### src/rtl/irb_pkg.sv
package irb_pkg;

  typedef enum logic [1:0] {
    OP_NOP   = 2'd0,
    OP_READ  = 2'd1,
    OP_WRITE = 2'd2,
    OP_RSVD  = 2'd3
  } irb_op_e;

  // host window byte offsets
  localparam int unsigned OFS_DESC = 32'h08;
  localparam int unsigned OFS_CMD  = 32'h10;
  localparam int unsigned OFS_STAT = 32'h18;

  localparam int unsigned HOST_DW = 64;

  // command word layout
  localparam int unsigned CMD_OP_LO   = 62;
  localparam int unsigned CMD_ADDR_LO = 32;
  localparam int unsigned CMD_DATA_LO = 0;

  // status word layout
  localparam int unsigned STAT_FLAG_BIT = 32;

  // description word layout
  localparam int unsigned DESC_ORDER_BIT = 1;
  localparam int unsigned DESC_WIDTH_LO  = 2;
  localparam int unsigned DESC_CS_LO     = 8;
  localparam int unsigned DESC_POL_BIT   = 14;
  localparam int unsigned DESC_PHA_BIT   = 15;
  localparam int unsigned DESC_ID_LO     = 32;

endpackage

### src/rtl/irb_rst_sync.sv
module irb_rst_sync #(
  parameter int unsigned STAGES = 2
) (
  input  logic clk,
  input  logic rst_n,
  output logic srst_n
);

  logic [STAGES-1:0] sync_q;

  always_ff @(posedge clk or negedge rst_n) begin
    if (!rst_n) begin
      sync_q <= '0;
    end else begin
      sync_q <= {sync_q[STAGES-2:0], 1'b1};
    end
  end

  assign srst_n = sync_q[STAGES-1];

endmodule

### src/rtl/irb_host_decode.sv
module irb_host_decode
  import irb_pkg::*;
#(
  parameter int unsigned HOST_AW = 8
) (
  input  logic               hst_wen,
  input  logic [HOST_AW-1:0] hst_waddr,
  input  logic [HOST_AW-1:0] hst_raddr,
  input  logic [HOST_DW-1:0] desc_word,
  input  logic [HOST_DW-1:0] stat_word,
  output logic               cmd_wr,
  output logic [HOST_DW-1:0] hst_rdata
);

  localparam logic [HOST_AW-1:0] A_DESC = HOST_AW'(OFS_DESC);
  localparam logic [HOST_AW-1:0] A_CMD  = HOST_AW'(OFS_CMD);
  localparam logic [HOST_AW-1:0] A_STAT = HOST_AW'(OFS_STAT);

  assign cmd_wr = hst_wen && (hst_waddr == A_CMD);

  always_comb begin
    if (hst_raddr == A_DESC) begin
      hst_rdata = desc_word;
    end else if (hst_raddr == A_STAT) begin
      hst_rdata = stat_word;
    end else begin
      hst_rdata = '0;
    end
  end

endmodule

### src/rtl/irb_cmd_engine.sv
module irb_cmd_engine
  import irb_pkg::*;
#(
  parameter int unsigned IB_AW = 13,
  parameter int unsigned IB_DW = 32
) (
  input  logic             clk,
  input  logic             srst_n,
  input  logic             cmd_wr,
  input  logic [1:0]       cmd_op,
  input  logic [IB_AW-1:0] cmd_addr,
  input  logic [IB_DW-1:0] cmd_data,
  input  logic             ib_ack,
  output logic             ib_req,
  output logic [IB_AW-1:0] ib_addr,
  output logic             ib_we,
  output logic [IB_DW-1:0] ib_wdata,
  output logic             busy,
  output logic             rd_pending,
  output logic             launch,
  output logic             done
);

  irb_op_e op;
  logic    busy_q, busy_d;
  logic    req_q, req_d;
  logic    rd_q, rd_d;
  logic    we_q, we_d;
  logic [IB_AW-1:0] addr_q, addr_d;
  logic [IB_DW-1:0] wdata_q, wdata_d;

  assign op     = irb_op_e'(cmd_op);
  assign launch = cmd_wr && !busy_q && ((op == OP_READ) || (op == OP_WRITE));
  assign done   = busy_q && ib_ack;

  always_comb begin
    busy_d  = busy_q;
    rd_d    = rd_q;
    we_d    = we_q;
    addr_d  = addr_q;
    wdata_d = wdata_q;
    req_d   = launch;
    if (done) begin
      busy_d = 1'b0;
    end
    if (launch) begin
      busy_d  = 1'b1;
      rd_d    = (op == OP_READ);
      we_d    = (op == OP_WRITE);
      addr_d  = cmd_addr;
      wdata_d = cmd_data;
    end
  end

  always_ff @(posedge clk or negedge srst_n) begin
    if (!srst_n) begin
      busy_q  <= 1'b0;
      req_q   <= 1'b0;
      rd_q    <= 1'b0;
      we_q    <= 1'b0;
      addr_q  <= '0;
      wdata_q <= '0;
    end else begin
      busy_q  <= busy_d;
      req_q   <= req_d;
      rd_q    <= rd_d;
      we_q    <= we_d;
      addr_q  <= addr_d;
      wdata_q <= wdata_d;
    end
  end

  assign ib_req     = req_q;
  assign ib_addr    = addr_q;
  assign ib_we      = we_q;
  assign ib_wdata   = wdata_q;
  assign busy       = busy_q;
  assign rd_pending = rd_q;

endmodule

### src/rtl/irb_status_capture.sv
module irb_status_capture #(
  parameter int unsigned IB_DW = 32
) (
  input  logic             clk,
  input  logic             srst_n,
  input  logic             launch,
  input  logic             done,
  input  logic             rd_pending,
  input  logic [IB_DW-1:0] ib_rdata,
  output logic             flag,
  output logic [IB_DW-1:0] data
);

  logic             flag_q, flag_d;
  logic [IB_DW-1:0] data_q, data_d;
  logic             data_en;

  assign data_en = done && rd_pending;

  always_comb begin
    flag_d = flag_q;
    data_d = data_q;
    if (launch) begin
      flag_d = 1'b0;
    end else if (done) begin
      flag_d = 1'b1;
    end
    if (data_en) begin
      data_d = ib_rdata;
    end
  end

  always_ff @(posedge clk or negedge srst_n) begin
    if (!srst_n) begin
      flag_q <= 1'b0;
      data_q <= '0;
    end else begin
      flag_q <= flag_d;
      data_q <= data_d;
    end
  end

  assign flag = flag_q;
  assign data = data_q;

endmodule

### src/rtl/ind_reg_bridge.sv
module ind_reg_bridge
  import irb_pkg::*;
#(
  parameter int unsigned HOST_AW     = 8,
  parameter int unsigned IB_AW       = 13,
  parameter int unsigned IB_DW       = 32,
  parameter int unsigned RST_STAGES  = 2,
  parameter logic        P_LSB_FIRST = 1'b0,
  parameter logic [5:0]  P_WORD_W    = 6'd32,
  parameter logic [5:0]  P_NUM_CS    = 6'd1,
  parameter logic        P_CPOL      = 1'b0,
  parameter logic        P_CPHA      = 1'b0,
  parameter logic [15:0] P_PERIPH_ID = 16'h0000
) (
  input  logic               clk,
  input  logic               rst_n,
  input  logic               hst_wen,
  input  logic [HOST_AW-1:0] hst_waddr,
  input  logic [63:0]        hst_wdata,
  input  logic [HOST_AW-1:0] hst_raddr,
  output logic [63:0]        hst_rdata,
  output logic               ib_req,
  output logic [IB_AW-1:0]   ib_addr,
  output logic               ib_we,
  output logic [IB_DW-1:0]   ib_wdata,
  input  logic               ib_ack,
  input  logic [IB_DW-1:0]   ib_rdata
);

  localparam int unsigned STAT_PAD  = HOST_DW - 1 - IB_DW;
  localparam int unsigned CMD_SPARE = CMD_OP_LO - CMD_ADDR_LO - IB_AW;

  localparam logic [HOST_DW-1:0] DESC_WORD =
      (HOST_DW'(P_PERIPH_ID) << DESC_ID_LO)   |
      (HOST_DW'(P_CPHA)      << DESC_PHA_BIT) |
      (HOST_DW'(P_CPOL)      << DESC_POL_BIT) |
      (HOST_DW'(P_NUM_CS)    << DESC_CS_LO)   |
      (HOST_DW'(P_WORD_W)    << DESC_WIDTH_LO)|
      (HOST_DW'(P_LSB_FIRST) << DESC_ORDER_BIT);

  logic               srst_n;
  logic               cmd_wr;
  logic               eng_busy;
  logic               eng_rd;
  logic               eng_launch;
  logic               eng_done;
  logic               stat_valid;
  logic [IB_DW-1:0]   stat_rdata;
  logic [HOST_DW-1:0] stat_word;
  logic               unused_cmd_bits;

  assign unused_cmd_bits = ^hst_wdata[CMD_OP_LO-1 -: CMD_SPARE];
  assign stat_word       = {{STAT_PAD{1'b0}}, stat_valid, stat_rdata};

  irb_rst_sync #(.STAGES(RST_STAGES)) rst_i (
    .clk    (clk),
    .rst_n  (rst_n),
    .srst_n (srst_n)
  );

  irb_host_decode #(.HOST_AW(HOST_AW)) dec_i (
    .hst_wen   (hst_wen),
    .hst_waddr (hst_waddr),
    .hst_raddr (hst_raddr),
    .desc_word (DESC_WORD),
    .stat_word (stat_word),
    .cmd_wr    (cmd_wr),
    .hst_rdata (hst_rdata)
  );

  irb_cmd_engine #(.IB_AW(IB_AW), .IB_DW(IB_DW)) eng_i (
    .clk        (clk),
    .srst_n     (srst_n),
    .cmd_wr     (cmd_wr),
    .cmd_op     (hst_wdata[CMD_OP_LO +: 2]),
    .cmd_addr   (hst_wdata[CMD_ADDR_LO +: IB_AW]),
    .cmd_data   (hst_wdata[CMD_DATA_LO +: IB_DW]),
    .ib_ack     (ib_ack),
    .ib_req     (ib_req),
    .ib_addr    (ib_addr),
    .ib_we      (ib_we),
    .ib_wdata   (ib_wdata),
    .busy       (eng_busy),
    .rd_pending (eng_rd),
    .launch     (eng_launch),
    .done       (eng_done)
  );

  irb_status_capture #(.IB_DW(IB_DW)) stat_i (
    .clk        (clk),
    .srst_n     (srst_n),
    .launch     (eng_launch),
    .done       (eng_done),
    .rd_pending (eng_rd),
    .ib_rdata   (ib_rdata),
    .flag       (stat_valid),
    .data       (stat_rdata)
  );

endmodule

### config.mk
export PLATFORM = sky130hd
export DESIGN_NAME = ind_reg_bridge
export DESIGN_NICKNAME = d
export VERILOG_FILES = /design/src/rtl/irb_pkg.sv /design/src/rtl/irb_rst_sync.sv /design/src/rtl/irb_host_decode.sv /design/src/rtl/irb_cmd_engine.sv /design/src/rtl/irb_status_capture.sv /design/src/rtl/ind_reg_bridge.sv
export SDC_FILE = /design/constraint.sdc
export NUM_CORES = 1
export LEC_CHECK = 0
export ABC_AREA = 0
export BUFFER_PORTS_ARGS = -buffer_cell sky130_fd_sc_hd__buf_2
export CAP_MARGIN = 0
export CORE_ASPECT_RATIO = 0.6
export CORE_UTILIZATION = 40
export DETAILED_ROUTE_END_ITERATION = 10
export PLACE_DENSITY_LB_ADDON = 0.12
export SLEW_MARGIN = 15
export SYNTH_ARGS = -nofsm -noshare
export SYNTH_HDL_FRONTEND = slang
export SYNTH_SLANG_ARGS = --single-unit
### constraint.sdc
create_clock -name clk -period 4 [get_ports clk]
set_clock_uncertainty 0.2 [all_clocks]
set_input_delay 0 -clock clk [delete_from_list [all_inputs] [get_ports clk]]
set_output_delay 0 -clock clk [all_outputs]
set_load 0.02 [all_outputs]
# Word level (Yosys, flattened, before mapping)
# Index checks and enable logic that the tools add are counted.
[word_totals]
input_bits = 116
output_inout_bits = 111
register_bits = 84
wordCells = 28
[classes]
eq_ne = 5
mux = 6
reduce_logical = 8
[ops]
columns = ["operator", "n"]
rows = [
  ["$mux W64", 1],
  ["$mux W33", 1],
  ["$eq A8 B5 Y1 const B", 2],
  ["$eq A8 B4 Y1 const B", 1],
  ["$logic_and A1 B1 Y1", 5],
  ["$mux W1", 4],
  ["$eq A2 B1 Y1 const B", 1],
  ["$eq A2 B2 Y1 const B", 1],
  ["$reduce_bool A2 Y1", 1],
  ["$logic_not A1 Y1", 1],
  ["$logic_or A1 B1 Y1", 1],
]

# Longest topological paths before layout
# Gate-level depths: netlist (run 1).
[depth]
word_depth = 5
mapped_depth = 7
depth_no_buf = 5

# By module
# From an unflattened synthesis (run 1), not the netlist that was laid out.
[unflattened]
hier_cells = 339
hier_area_um2 = 4733.3
[modules_own_cells]
columns = ["mod", "area_per_inst_um2", "n_inst", "cells_each", "seq_area_each_um2"]
rows = [
  ["irb_cmd_engine", 1851.8, 1, 109, 1226.2],
  ["irb_host_decode", 1442.6, 1, 154, 0.0],
  ["irb_status_capture", 1377.6, 1, 71, 825.8],
  ["irb_rst_sync", 53.8, 1, 3, 50.0],
  ["ind_reg_bridge", 7.5, 1, 2, 0.0],
]

# Worst setup path before layout (run 1)
# No wires, ideal clock.
[synth_path]
path_kind = "reg2reg"
from = "register eng_i.busy_q, in the netlist eng_i.busy"
to = "register eng_i.addr_q[0], in the netlist eng_i.ib_addr[0]"
stages_incl_launch_ff = 6
required_time_ps = 3675
setup_slack_ps = 2381
path_buffers = 2
setup_time_ps = 125
synth_period_minus_slack_ps = 1619
arrival_time_ps = 1294
path_cell_list = "dfrtp_1 -> nor3b_1 -> and3_1 -> buf_6 -> buf_12 -> mux2_4"
[synth_between]
elab_chain_cells = 3
[synth_lines]
columns = ["element", "line_no", "source"]
rows = [
  ["start, declared", "irb_cmd_engine.sv:25", "logic busy_q, busy_d;"],
  ["start signal, assigned", "irb_cmd_engine.sv:64", "busy_q <= busy_d;"],
  ["$logic_not A1 Y1", "irb_cmd_engine.sv:33", "assign launch = cmd_wr && !busy_q && ((op == OP_READ) || (op == OP_WRITE));"],
  ["$logic_and A1 B1 Y1 (2 in a row)", "irb_cmd_engine.sv:33", ""],
  ["end signal, assigned", "irb_cmd_engine.sv:68", "addr_q <= addr_d;"],
  ["end, declared", "irb_cmd_engine.sv:29", "logic [IB_AW-1:0] addr_q, addr_d;"],
]
# Every way passes these cells.
# A chain may end at the register's enable or synchronous reset.

# Worst setup path after layout (run 1)
[layout_path]
from = "input port hst_wdata[62]"
to = "register eng_i.addr_q[10], in the netlist eng_i.ib_addr[10]"
[layout_between]
elab_chain_cells = 3
elab_cells_between_ends = 4
classes_between = "eq/ne: 2; reduce/logical: 2"
[layout_lines]
columns = ["element", "line_no", "source"]
rows = [
  ["start, declared", "ind_reg_bridge.sv:19", "input logic [63:0] hst_wdata,"],
  ["$eq A2 B1 Y1 / $eq A2 B2 Y1 (equally long branches)", "irb_cmd_engine.sv:33", ""],
  ["$logic_or A1 B1 Y1 *", "irb_cmd_engine.sv:33", ""],
  ["$logic_and A1 B1 Y1 *", "irb_cmd_engine.sv:33", ""],
]
# Every way passes the cells marked *; elsewhere a longest branch is shown, timed or not.

==> results.json, run 1 <==
{
  "status": "completed",
  "drc": 0,
  "numCtsBuffers": 9,
  "ys.flop_type": "dfrtp_1",
  "critPathSlowestCell": "and3_4",
  "clk_latency_ns": 0.33,
  "path_cells": "dlygate4sd3_1 -> buf_2 -> inv_1 -> ha_1 -> nor4b_2 -> and3_4 -> mux2_4",
  "tns_ns": 0,
  "synthArstFlopShare_pct": 100.0,
  "seq_area_um2": 2106,
  "cts.path.max_buffers": 2,
  "cts.repair.resized": 0,
  "grt_usage_pct": 18.07,
  "drv_cap": 0,
  "synthTopCellsByArea": "dfrtp_1, mux2_4, mux2_2",
  "die_area_um2": 10120,
  "core-area_um2": 9290,
  "cp_max_fo": 50,
  "yosys_warnings": 0,
  "power.leakage_nw": 3.260,
  "ys_seq_area_share_pct": 54.12,
  "syn_inst": 260,
  "hold_path.class": "reg2async",
  "post_cts_buffers": 0,
  "worstMarginPinSlew_ns": 0.9142,
  "avgSynthCellArea_um2": 14.94,
  "fillers": 734,
  "final_layout_size_suffix_gt1_share_pct": 52.85,
  "hold_ws_ns": 0.01259,
  "slew_violations": 0,
  "synth_area_um2": 3884,
  "ys_types": 22,
  "chipWidth_um": 129.2,
  "first_iter_violations": 57,
  "slew_headroom_pct": 39.06,
  "crit_family": "simple AND/OR/NAND/NOR gates",
  "clock_sinks": 84,
  "required_ns": 4.01,
  "num_vias": 2770,
  "synth_edf_count": 0,
  "crit_type": "in2reg",
  "io_buffers": 178,
  "period_share_pct": 60.24,
  "max_clock_freq_ghz": 0.4150,
  "nNetsFinal": 639,
  "setup_violations": 0,
  "hpwl_um": 5521,
  "fp.dieH_um": 78.33,
  "crit_buf_inv": 3,
  "postCtsHoldBufs": 83,
  "grt.overflow.total": 0,
  "yosys.area.top_type_share_pct": 54.12,
  "crit_path_start_kind": "primary input",
  "antenna_found_initial": 0,
  "slowest_delay_ns": 0.84,
  "clkSlewWorstSetupHoldPaths_ns": 0.06,
  "powerDensity_nw_per_um2": 334.5,
  "cp.arrival_ns": 2.42,
  "ios": 227,
  "wl_per_cell_um": 13.27,
  "drt_wl_total_um": 8707,
  "grt_max_degree": 83,
  "grt_pass1_vias": 2944,
  "hold_viol": 0,
  "diodes": 0,
  "final_antenna_net_count": 0,
  "multi_input_area_um2": 1506,
  "first_pass_iters": 4,
  "htree_levels": 3,
  "area_growth_pct": 51.10,
  "rsz0062_at_grt": "false",
  "gp_congestion": 0.6813,
  "cts_tree": "yes",
  "ys_seq_elements": 84,
  "synth_area_leader_cell": "dfrtp_1",
  "fin_crit_ns": 2.409,
  "grt_pass1_wl_um": 13910,
  "crit_path_end_kind": "flip-flop",
  "initial_core_util_pct": 41.80,
  "vias_per_cell": 4.223,
  "std_cell_rows": 27,
  "clockRootBuffer": "clkbuf_16",
  "max-vdd-ir-drop_mv": 0.2217
}
## report_power, final
part           switching (mW)  internal [mW]  total [mW]
logic                  0.0950          0.119       0.214
clock network           0.324          0.547       0.871
registers              0.0123          0.865       0.878
total                   0.432           1.53        1.96
## worst register-to-register path, delay by kind of cell, from the launching register on
| family | cells | cell delay (ns) |
|---|---|---|
| mux | 1 | 0.38 |
| simple gates | 2 | 1.05 |
| flops | 1 | 0.42 |
## cell usage in the layout, fill, tap and decap left out
cell type,Yosys,final
inv_1,5,5
a21o_1,1,1
ha_1,2,2
nor4_1,1,1
nand3_1,2,2
a21oi_1,3,3
clkinvlp_4,0,2
buf_4,31,1
buf_16,0,1
nor4b_2,1,1
buf_2,3,178
dfrtp_1,84,83
dlygate4sd3_1,0,83
nor3b_1,1,1
dfrtp_4,0,1
mux2_2,32,32
clkbuf_1,0,1
and4_1,1,1
clkinv_2,0,1
nor4_2,1,1
mux2_4,47,47
nor2_1,2,2
and3_4,0,1
and2_1,31,31
clkbuf_16,0,9
bufinv_16,0,2
conb_1,2,32
clkinv_4,0,1
## metrics by stage
| step | cell area [um^2] | worst slack [ns] | power, mW | instances | utilization, % |
|---|---|---|---|---|---|
| after floorplan | 3996 | 1.287 | 0.9908 | 290 | - |
| after CTS | 5841 | 1.582 | 1.990 | 655 | 62.87 |
| final | 5868 | 1.591 | 1.963 | 656 | 63.17 |
| after global placement | 4692 | 1.816 | 1.037 | 556 | 50.51 |
| after global routing | 5868 | 1.491 | 2.057 | 656 | 63.17 |
| after detailed placement | 4692 | 1.782 | 1.039 | 556 | 50.51 |
## final timing paths
path                       depth (start not counted)  slack, ns                      start                              to
max                                                7       1.59              hst_wdata[62]   eng_i.ib_addr[10]$_DFFE_PN0P_
max in group asynchronous                          1       2.98  rst_i.sync_q[1]$_DFF_PN0_   eng_i.ib_wdata[5]$_DFFE_PN0P_
min reg2reg                                        0       0.01  rst_i.sync_q[1]$_DFF_PN0_  eng_i.ib_wdata[22]$_DFFE_PN0P_
min in group clk                                   3       0.11               hst_raddr[4]                    hst_rdata[8]
max reg2reg                                        3       1.84     eng_i.busy$_DFFE_PN0P_   eng_i.ib_addr[10]$_DFFE_PN0P_
min                                                0       0.01  rst_i.sync_q[1]$_DFF_PN0_  eng_i.ib_wdata[22]$_DFFE_PN0P_
## area by class of cell
class / instances / share of cell area [%]
timing repair buffer: 263 / 29.94
multi-input combinational: 158 / 25.67
sequential: 84 / 35.88
inverter: 5 / 0.3198
clock inverter: 6 / 1.514
tap: 130 / 2.772
clock buffer: 10 / 3.902
## state kept, by name, summed over array words and instances, names as in the netlist
register,cells
eng_i.busy,1
eng_i.rd_pending,1
eng_i.ib_req,1
rst_i.sync_q,2
stat_i.flag,1
eng_i.ib_addr,13
eng_i.ib_wdata,32
stat_i.data,32
eng_i.ib_we,1
## cells by family (layout without fill, tap and decap cells)
group,Yosys count,after routing,share of synthesized area [%]
DFF,84,84,54.12
buffers and inverters,48,284,10.12
other,2,32,0.1934
muxes,79,79,27.45
adders and majority gates,2,2,0.6442
and+or+nand+nor,41,41,6.895
AOI/OAI and AO/OA,4,4,0.5799
## cell usage after synthesis (2+ instances only)
master / n
buf_12: 5
nor2_1: 2
clkbuf_2: 3
buf_4: 31
inv_1: 5
nand3_1: 2
mux2_2: 32
mux2_4: 47
a21oi_1: 3
conb_1: 2
and2_1: 31
ha_1: 2
dfrtp_1: 84
buf_2: 3
## layer usage
metal  track usage (%)  vias up  routed length [um]
met5                 0        -                   0
met4             6.706        0                 131
met3             5.453       14                 479
met2             31.02      111                4370
met1             21.35     1314                3726
li1                  -     1331                   -
No activity file was read; power rests on OpenSTA's default activity.
==> inputs of run 2 (changes only) <==
--- a/config.mk
+++ b/config.mk
@@ -5,7 +5,7 @@
 export SDC_FILE = /design/constraint.sdc
 export NUM_CORES = 1
 export LEC_CHECK = 0
-export ABC_AREA = 0
+export ABC_AREA = 1
 export BUFFER_PORTS_ARGS = -buffer_cell sky130_fd_sc_hd__buf_2
 export CAP_MARGIN = 0
 export CORE_ASPECT_RATIO = 0.6
==> constraint.sdc (replaced) <==
create_clock -name clk -period 2.3 [get_ports clk]
set_clock_uncertainty 0.2 [all_clocks]
set_input_delay 0 -clock clk [delete_from_list [all_inputs] [get_ports clk]]
set_output_delay 0 -clock clk [all_outputs]
set_load 0.02 [all_outputs]
==> run 2 against run 1 <==
Against the previous run: via count grew 39%; critical path type unchanged; cell count increased by 33%; non-clock buffer count is 26 higher; hold slack improved by 0.085 ns; sequential cell count stayed put; global-route usage is 4.6 points higher; register-to-register slack worse by 1.6 ns; routed wire length is 22% higher; worst setup slack lost 1.5 ns.
==> results.json, run 2 <==
{
  "core-area_um2": 9223,
  "seq_area_um2": 2106,
  "synth_area_leader_cell": "dfrtp_1",
  "ys_seq_area_share_pct": 54.81,
  "num_vias": 3844,
  "synthArstFlopShare_pct": 100.0,
  "slew_headroom_pct": 62.97,
  "path_common_cell": "dlygate4sd3_1",
  "nNetsFinal": 858,
  "comb_power_share_pct": 11.1,
  "ys_types": 18,
  "first_pass_iters": 4,
  "worstMarginPinSlew_ns": 0.5541,
  "numCtsBuffers": 9,
  "gp_congestion": 0.8124,
  "critPathSlowestCell": "dlygate4sd3_1",
  "max_clock_freq_ghz": 0.4570,
  "yosys-top-cells-count": "nand2_1, dfrtp_1, nor2_1",
  "fin_crit_ns": 2.188,
  "setup_violations": 0,
  "grt.overflow.total": 0,
  "slew_violations": 0,
  "antenna_found_initial": 0,
  "multi_input_area_um2": 1316,
  "swShare_pct": 23.05,
  "clockRootBuffer": "clkbuf_16",
  "htree_levels": 3,
  "startpoint": "hst_wdata[62]",
  "io_buffers": 178,
  "ys.flop_type": "dfrtp_1",
  "hold_ws_ns": 0.09724,
  "first_iter_violations": 181,
  "crit_path_end_kind": "flip-flop",
  "drv_cap": 0,
  "status": "completed",
  "avgSynthCellArea_um2": 8.247,
  "p_int_mw": 2.709,
  "final_area_um2": 6127,
  "path_cells": "dlygate4sd3_1 -> buf_2 -> inv_1 -> ha_1 -> nor2_4 -> buf_8 -> nand3_1 -> dlygate4sd3_1 -> nand2_1",
  "initial_core_util_pct": 41.58,
  "cp.arrival_ns": 2.26,
  "instances_no_fill": 875,
  "wl_per_cell_um": 12.13,
  "vias_per_cell": 4.393,
  "grt_max_degree": 65,
  "synthMostInstantiatedCell": "nand2_1",
  "std_cell_rows": 27,
  "hold_path_startpoint": "hst_wen",
  "fillers": 752,
  "synth_edf_count": 0,
  "required_ns": 2.38,
  "final_antenna_net_count": 0,
  "crit_path_start_kind": "primary input",
  "most-common-layout-cells": "buf_2, nand2_1, dlygate4sd3_1",
  "final_layout_size_suffix_gt1_share_pct": 27.92,
  "area_growth_pct": 59.77,
  "cts_tree": "yes",
  "seq_power_share_pct": 43.5,
  "placed_area_um2": 4742,
  "synth_area_um2": 3835,
  "cp_max_fo": 47,
  "grt_usage_pct": 22.66,
  "power.switching_mw": 0.8117,
  "r2r_slack_ns": 0.24,
  "syn_inst": 465,
  "die_area_um2": 9996,
  "hold_viol": 0,
  "hpwl_um": 6152,
  "r2r-start": "eng_i.busy$_DFFE_PN0P_",
  "power.leakage_nw": 3.577,
  "drc": 0,
  "hold_path.class": "in2reg",
  "max-vdd-ir-drop_mv": 0.3767,
  "grt_pass1_vias": 3842,
  "grt_pass1_wl_um": 17680,
  "clk_latency_ns": 0.33,
  "fp.dieH_um": 77.85,
  "cts.path.max_buffers": 2,
  "yosys.area.top_type_share_pct": 54.81,
  "crit_type": "in2reg",
  "clock_sinks": 84,
  "post-route-util_pct": 66.44,
  "synthTopCellsByArea": "dfrtp_1, nand2_1, buf_4",
  "period_share_pct": 95.13,
  "powerDensity_nw_per_um2": 574.6,
  "clkSlewWorstSetupHoldPaths_ns": 0.06,
  "yosys_warnings": 0,
  "ys_seq_elements": 84,
  "layout_commonest_cell": "buf_2",
  "chipWidth_um": 128.4,
  "rsz0062_at_grt": "false",
  "diodes": 0,
  "clkPwrFrac_pct": 45.4,
  "placedCellCount": 755,
  "tns_ns": 0,
  "drt_wl_total_um": 10620,
  "ios": 227,
  "slowest_delay_ns": 0.62
}
-- run 2: metal layers --
| metal | part of all wire (%) | global-route usage (%) |
|---|---|---|
| met1 | 43 | 26.21 |
| met5 | 0 | 0 |
| met4 | 1.5 | 6.941 |
| met2 | 49 | 40.49 |
| met3 | 6.2 | 6.552 |
-- run 2: stage by stage --
stage	total power [mW]	setup slack (ns)
finish	3.521	0.1120
global route	3.661	0.01666
floorplan	1.740	0.6792
CTS	3.563	0.01512
detailed placement	1.833	0.7029
global placement	1.829	0.7253
-- run 2: cell type report --
cell class,count,area share [%]
Inverter,47,2.879
Timing Repair Buffer,289,33.12
Multi-Input combinational cell,309,21.48
Clock inverter,5,1.368
Tap cell,130,2.655
Sequential cell,84,34.37
Clock buffer,11,4.125
-- run 2: logic make-up after synthesis --
family | after synthesis | synth area share, %
other cells | 2 | 0.1958
flops | 84 | 54.81
buf+inv | 102 | 14.26
simple gates | 241 | 25.64
compound gates | 34 | 4.437
fa+ha+maj | 2 | 0.6524
-- run 2: critical path: cells and delay by family --
family / cells / cell delay, ns
adders and majority gates: 1 / 0.32
buffers and inverters: 5 / 1.58
and+or+nand+nor: 3 / 0.35
-- run 2: repair_timing --
| action | in CTS | in global routing |
|---|---|---|
| endpoints found under the hold margin | 83 | 0 |
| buffers inserted | 0 | 0 |
| hold buffers | 104 | 0 |
| endpoints found under the setup margin | 0 | 21 |
| resized for setup | 0 | 3 |
-- run 2: final timing paths --
| path | depth (start not counted) | to |
|---|---|---|
| max in group asynchronous | 1 | stat_i.data[1]$_DFFE_PN0P_ |
| worst min-delay path | 6 | eng_i.ib_wdata[17]$_DFFE_PN0P_ |
| worst max register to register | 7 | eng_i.ib_addr[5]$_DFFE_PN0P_ |
| worst min register to register | 0 | eng_i.ib_wdata[30]$_DFFE_PN0P_ |
| min in group asynchronous | 0 | eng_i.ib_wdata[30]$_DFFE_PN0P_ |
| worst max-delay path | 9 | eng_i.ib_addr[5]$_DFFE_PN0P_ |
-- run 2: power groups by stage --
stage          registers (mW)  logic (mW)  clock network [mW]
3_5_place_dp             1.56       0.274                   0
4_1_cts                  1.53       0.383                1.65
6_report                 1.53       0.391                1.60
5_1_grt                  1.54       0.427                1.70
3_3_place_gp             1.56       0.271                   0
2_1_floorplan            1.59       0.147                   0
==> inputs of run 3 (changes only) <==
--- a/config.mk
+++ b/config.mk
@@ -8,8 +8,10 @@
 export ABC_AREA = 1
 export BUFFER_PORTS_ARGS = -buffer_cell sky130_fd_sc_hd__buf_2
 export CAP_MARGIN = 0
+export CELL_PAD_IN_SITES_DETAIL_PLACEMENT = 0
+export CELL_PAD_IN_SITES_GLOBAL_PLACEMENT = 2
 export CORE_ASPECT_RATIO = 0.6
-export CORE_UTILIZATION = 40
+export CORE_UTILIZATION = 23
 export DETAILED_ROUTE_END_ITERATION = 10
 export PLACE_DENSITY_LB_ADDON = 0.12
 export SLEW_MARGIN = 15
==> run 3 against run 2 <==
Against the previous run: the run now ends with negative hold slack left; clock power is 13% lower; combinational power is 1% higher; global-route usage is 9.3 points lower; highest routed layer unchanged; non-clock buffer count is 6 higher; clock-buffer cell count is 1 higher; maximum frequency is 0.12% lower; sequential share of layout area is 0.74 points lower.
==> results.json, run 3 (same netlist as run 2, synthesis figures left out) <==
{
  "crit_buf_inv": 4,
  "power.leakage_nw": 3.582,
  "grt_pass1_vias": 3644,
  "worstMarginPinSlew_ns": 0.5712,
  "r2r-start": "eng_i.busy$_DFFE_PN0P_",
  "clk_latency_ns": 0.33,
  "hold_path.class": "in2reg",
  "cts.path.max_buffers": 2,
  "ios": 227,
  "num_vias": 3815,
  "vias_per_cell": 3.897,
  "period_share_pct": 95.25,
  "rsz0062_at_grt": "false",
  "die_area_um2": 17210,
  "violations": "negative hold slack",
  "first_iter_violations": 198,
  "layout_commonest_cell": "buf_2",
  "seq_power_share_pct": 45.9,
  "drc": 0,
  "clock_sinks": 84,
  "fin_crit_ns": 2.191,
  "powerDensity_nw_per_um2": 531.7,
  "cts_tree": "yes",
  "crit_end": "eng_i.ib_wdata[25]$_DFFE_PN0P_",
  "final_layout_size_suffix_gt1_share_pct": 27.43,
  "placed_area_um2": 4857,
  "crit-reg2reg-capture": "eng_i.ib_wdata[25]$_DFFE_PN0P_",
  "most-common-layout-cells": "buf_2, nand2_1, dlygate4sd3_1",
  "clkSlewWorstSetupHoldPaths_ns": 0.07,
  "final_area_um2": 6262,
  "numCtsBuffers": 9,
  "max-vdd-ir-drop_mv": 0.3049,
  "crit_path_start_kind": "primary input",
  "slew_headroom_pct": 61.83,
  "p_int_mw": 2.498,
  "post-route-util_pct": 38.51,
  "final_antenna_net_count": 0,
  "path_common_cell": "dlygate4sd3_1",
  "grt_max_degree": 65,
  "setup_violations": 0,
  "critPathSlowestCell": "dlygate4sd3_1",
  "power_mw": 3.330,
  "hold_ws_ns": -0.05128,
  "cp.arrival_ns": 2.26,
  "power.switching_mw": 0.8323,
  "gp_congestion": 0.7416,
  "core-area_um2": 16260,
  "crit_path_end_kind": "flip-flop",
  "status": "complete, but fails checks",
  "fp.dieH_um": 102.0,
  "r2r_slack_ns": 0.23,
  "io_buffers": 178,
  "drv_cap": 0,
  "crit_family": "buffers and inverters",
  "first_pass_iters": 6,
  "chipWidth_um": 168.7,
  "area_growth_pct": 63.30,
  "grt_pass1_wl_um": 18000,
  "diodes": 0,
  "drt_wl_total_um": 11230,
  "required_ns": 2.37,
  "clockRootBuffer": "clkbuf_16",
  "post_cts_buffers": 0,
  "hold_viol": 3,
  "std_cell_rows": 36,
  "nNetsFinal": 864,
  "grt.overflow.total": 0,
  "htree_levels": 3,
  "startpoint": "hst_wdata[63]",
  "antenna_found_initial": 0,
  "tns_ns": 0,
  "comb_power_share_pct": 11.9,
  "hold_path_startpoint": "hst_wen",
  "swShare_pct": 24.99,
  "hold_depth": 6,
  "cp_max_fo": 47,
  "wl_per_cell_um": 11.47,
  "rr_worst_depth": 7,
  "initial_core_util_pct": 23.58,
  "cp.depth": 8,
  "hpwl_um": 7245,
  "slowest_delay_ns": 0.60,
  "crit_type": "in2reg",
  "slew_violations": 0,
  "grt_usage_pct": 13.33,
  "clkPwrFrac_pct": 42.2,
  "max_clock_freq_ghz": 0.4565,
  "path_cells": "dlygate4sd3_1 -> buf_2 -> ha_1 -> nor2_4 -> buf_6 -> nand3_1 -> dlygate4sd3_1 -> nand2_1"
}
[run 3: cell types whose count changed in the layout (fill, tap and decap cells not counted)]
cell / delta
clkbuf_1: +1
buf_6: +1
clkinvlp_4: -1
bufinv_16: -2
dlygate4sd3_1: +7
buf_8: -1
clkinv_4: +2
buf_4: -1
[run 3: power by group through the flow]
stage | clock network (mW) | logic, mW | registers [mW]
2_1_floorplan | 0 | 0.147 | 1.59
4_1_cts | 1.48 | 0.397 | 1.53
5_1_grt | 1.53 | 0.438 | 1.53
3_3_place_gp | 0 | 0.283 | 1.56
3_5_place_dp | 0 | 0.284 | 1.56
6_report | 1.40 | 0.396 | 1.53
[run 3: routing by layer]
metal | up-vias | part of all wire [%] | global-route usage (%)
li1 | 1917 | - | -
met1 | 1761 | 47 | 17.38
met2 | 126 | 46 | 21.42
met3 | 11 | 5.9 | 3.873
met4 | 0 | 1.2 | 4.266
met5 | - | 0 | 0
[run 3: worst min-delay path by stage]
stage,endpoint,slack [ns]
after CTS,eng_i.ib_wdata[16]$_DFFE_PN0P_,0.10
final,eng_i.ib_wdata[21]$_DFFE_PN0P_,-0.05
after detailed placement,rst_i.sync_q[0]$_DFF_PN0_,-0.41
after global routing,eng_i.ib_wdata[21]$_DFFE_PN0P_,0.009
after global placement,rst_i.sync_q[0]$_DFF_PN0_,-0.41
after floorplan,rst_i.sync_q[0]$_DFF_PN0_,-0.50
[run 3: repair_timing]
| item | in CTS | in global routing |
|---|---|---|
| setup endpoints to repair | 0 | 23 |
| gates resized for setup | 0 | 1 |
| hold buffers | 109 | 3 |
| endpoints found under the hold margin | 84 | 3 |
[run 3: tightest hold or removal path, cell delays in order]
cell and delay [ns]:
buf_2 0.10, nand2_1 0.09, nor2_4 0.05, nand3_2 0.10
nand2_1 0.06, nand2_1 0.05
[run 3: layout make-up]
cell class / instances / area (um^2)
tap: 228 / 285.3
fill: 1716 / 9998
sequential: 84 / 2106
timing repair buffer: 295 / 2088
clock buffer: 12 / 256.5
clock inverter: 4 / 33.78
inverter: 47 / 176.4
multi-input combinational: 309 / 1316
[run 3: stage by stage]
step	std cells	setup WS [ns]
2_1_floorplan	495	0.6792
3_3_place_gp	852	0.6689
3_5_place_dp	852	0.6575
4_1_cts	977	0.01255
5_1_grt	979	0.002555
6_report	979	0.1093
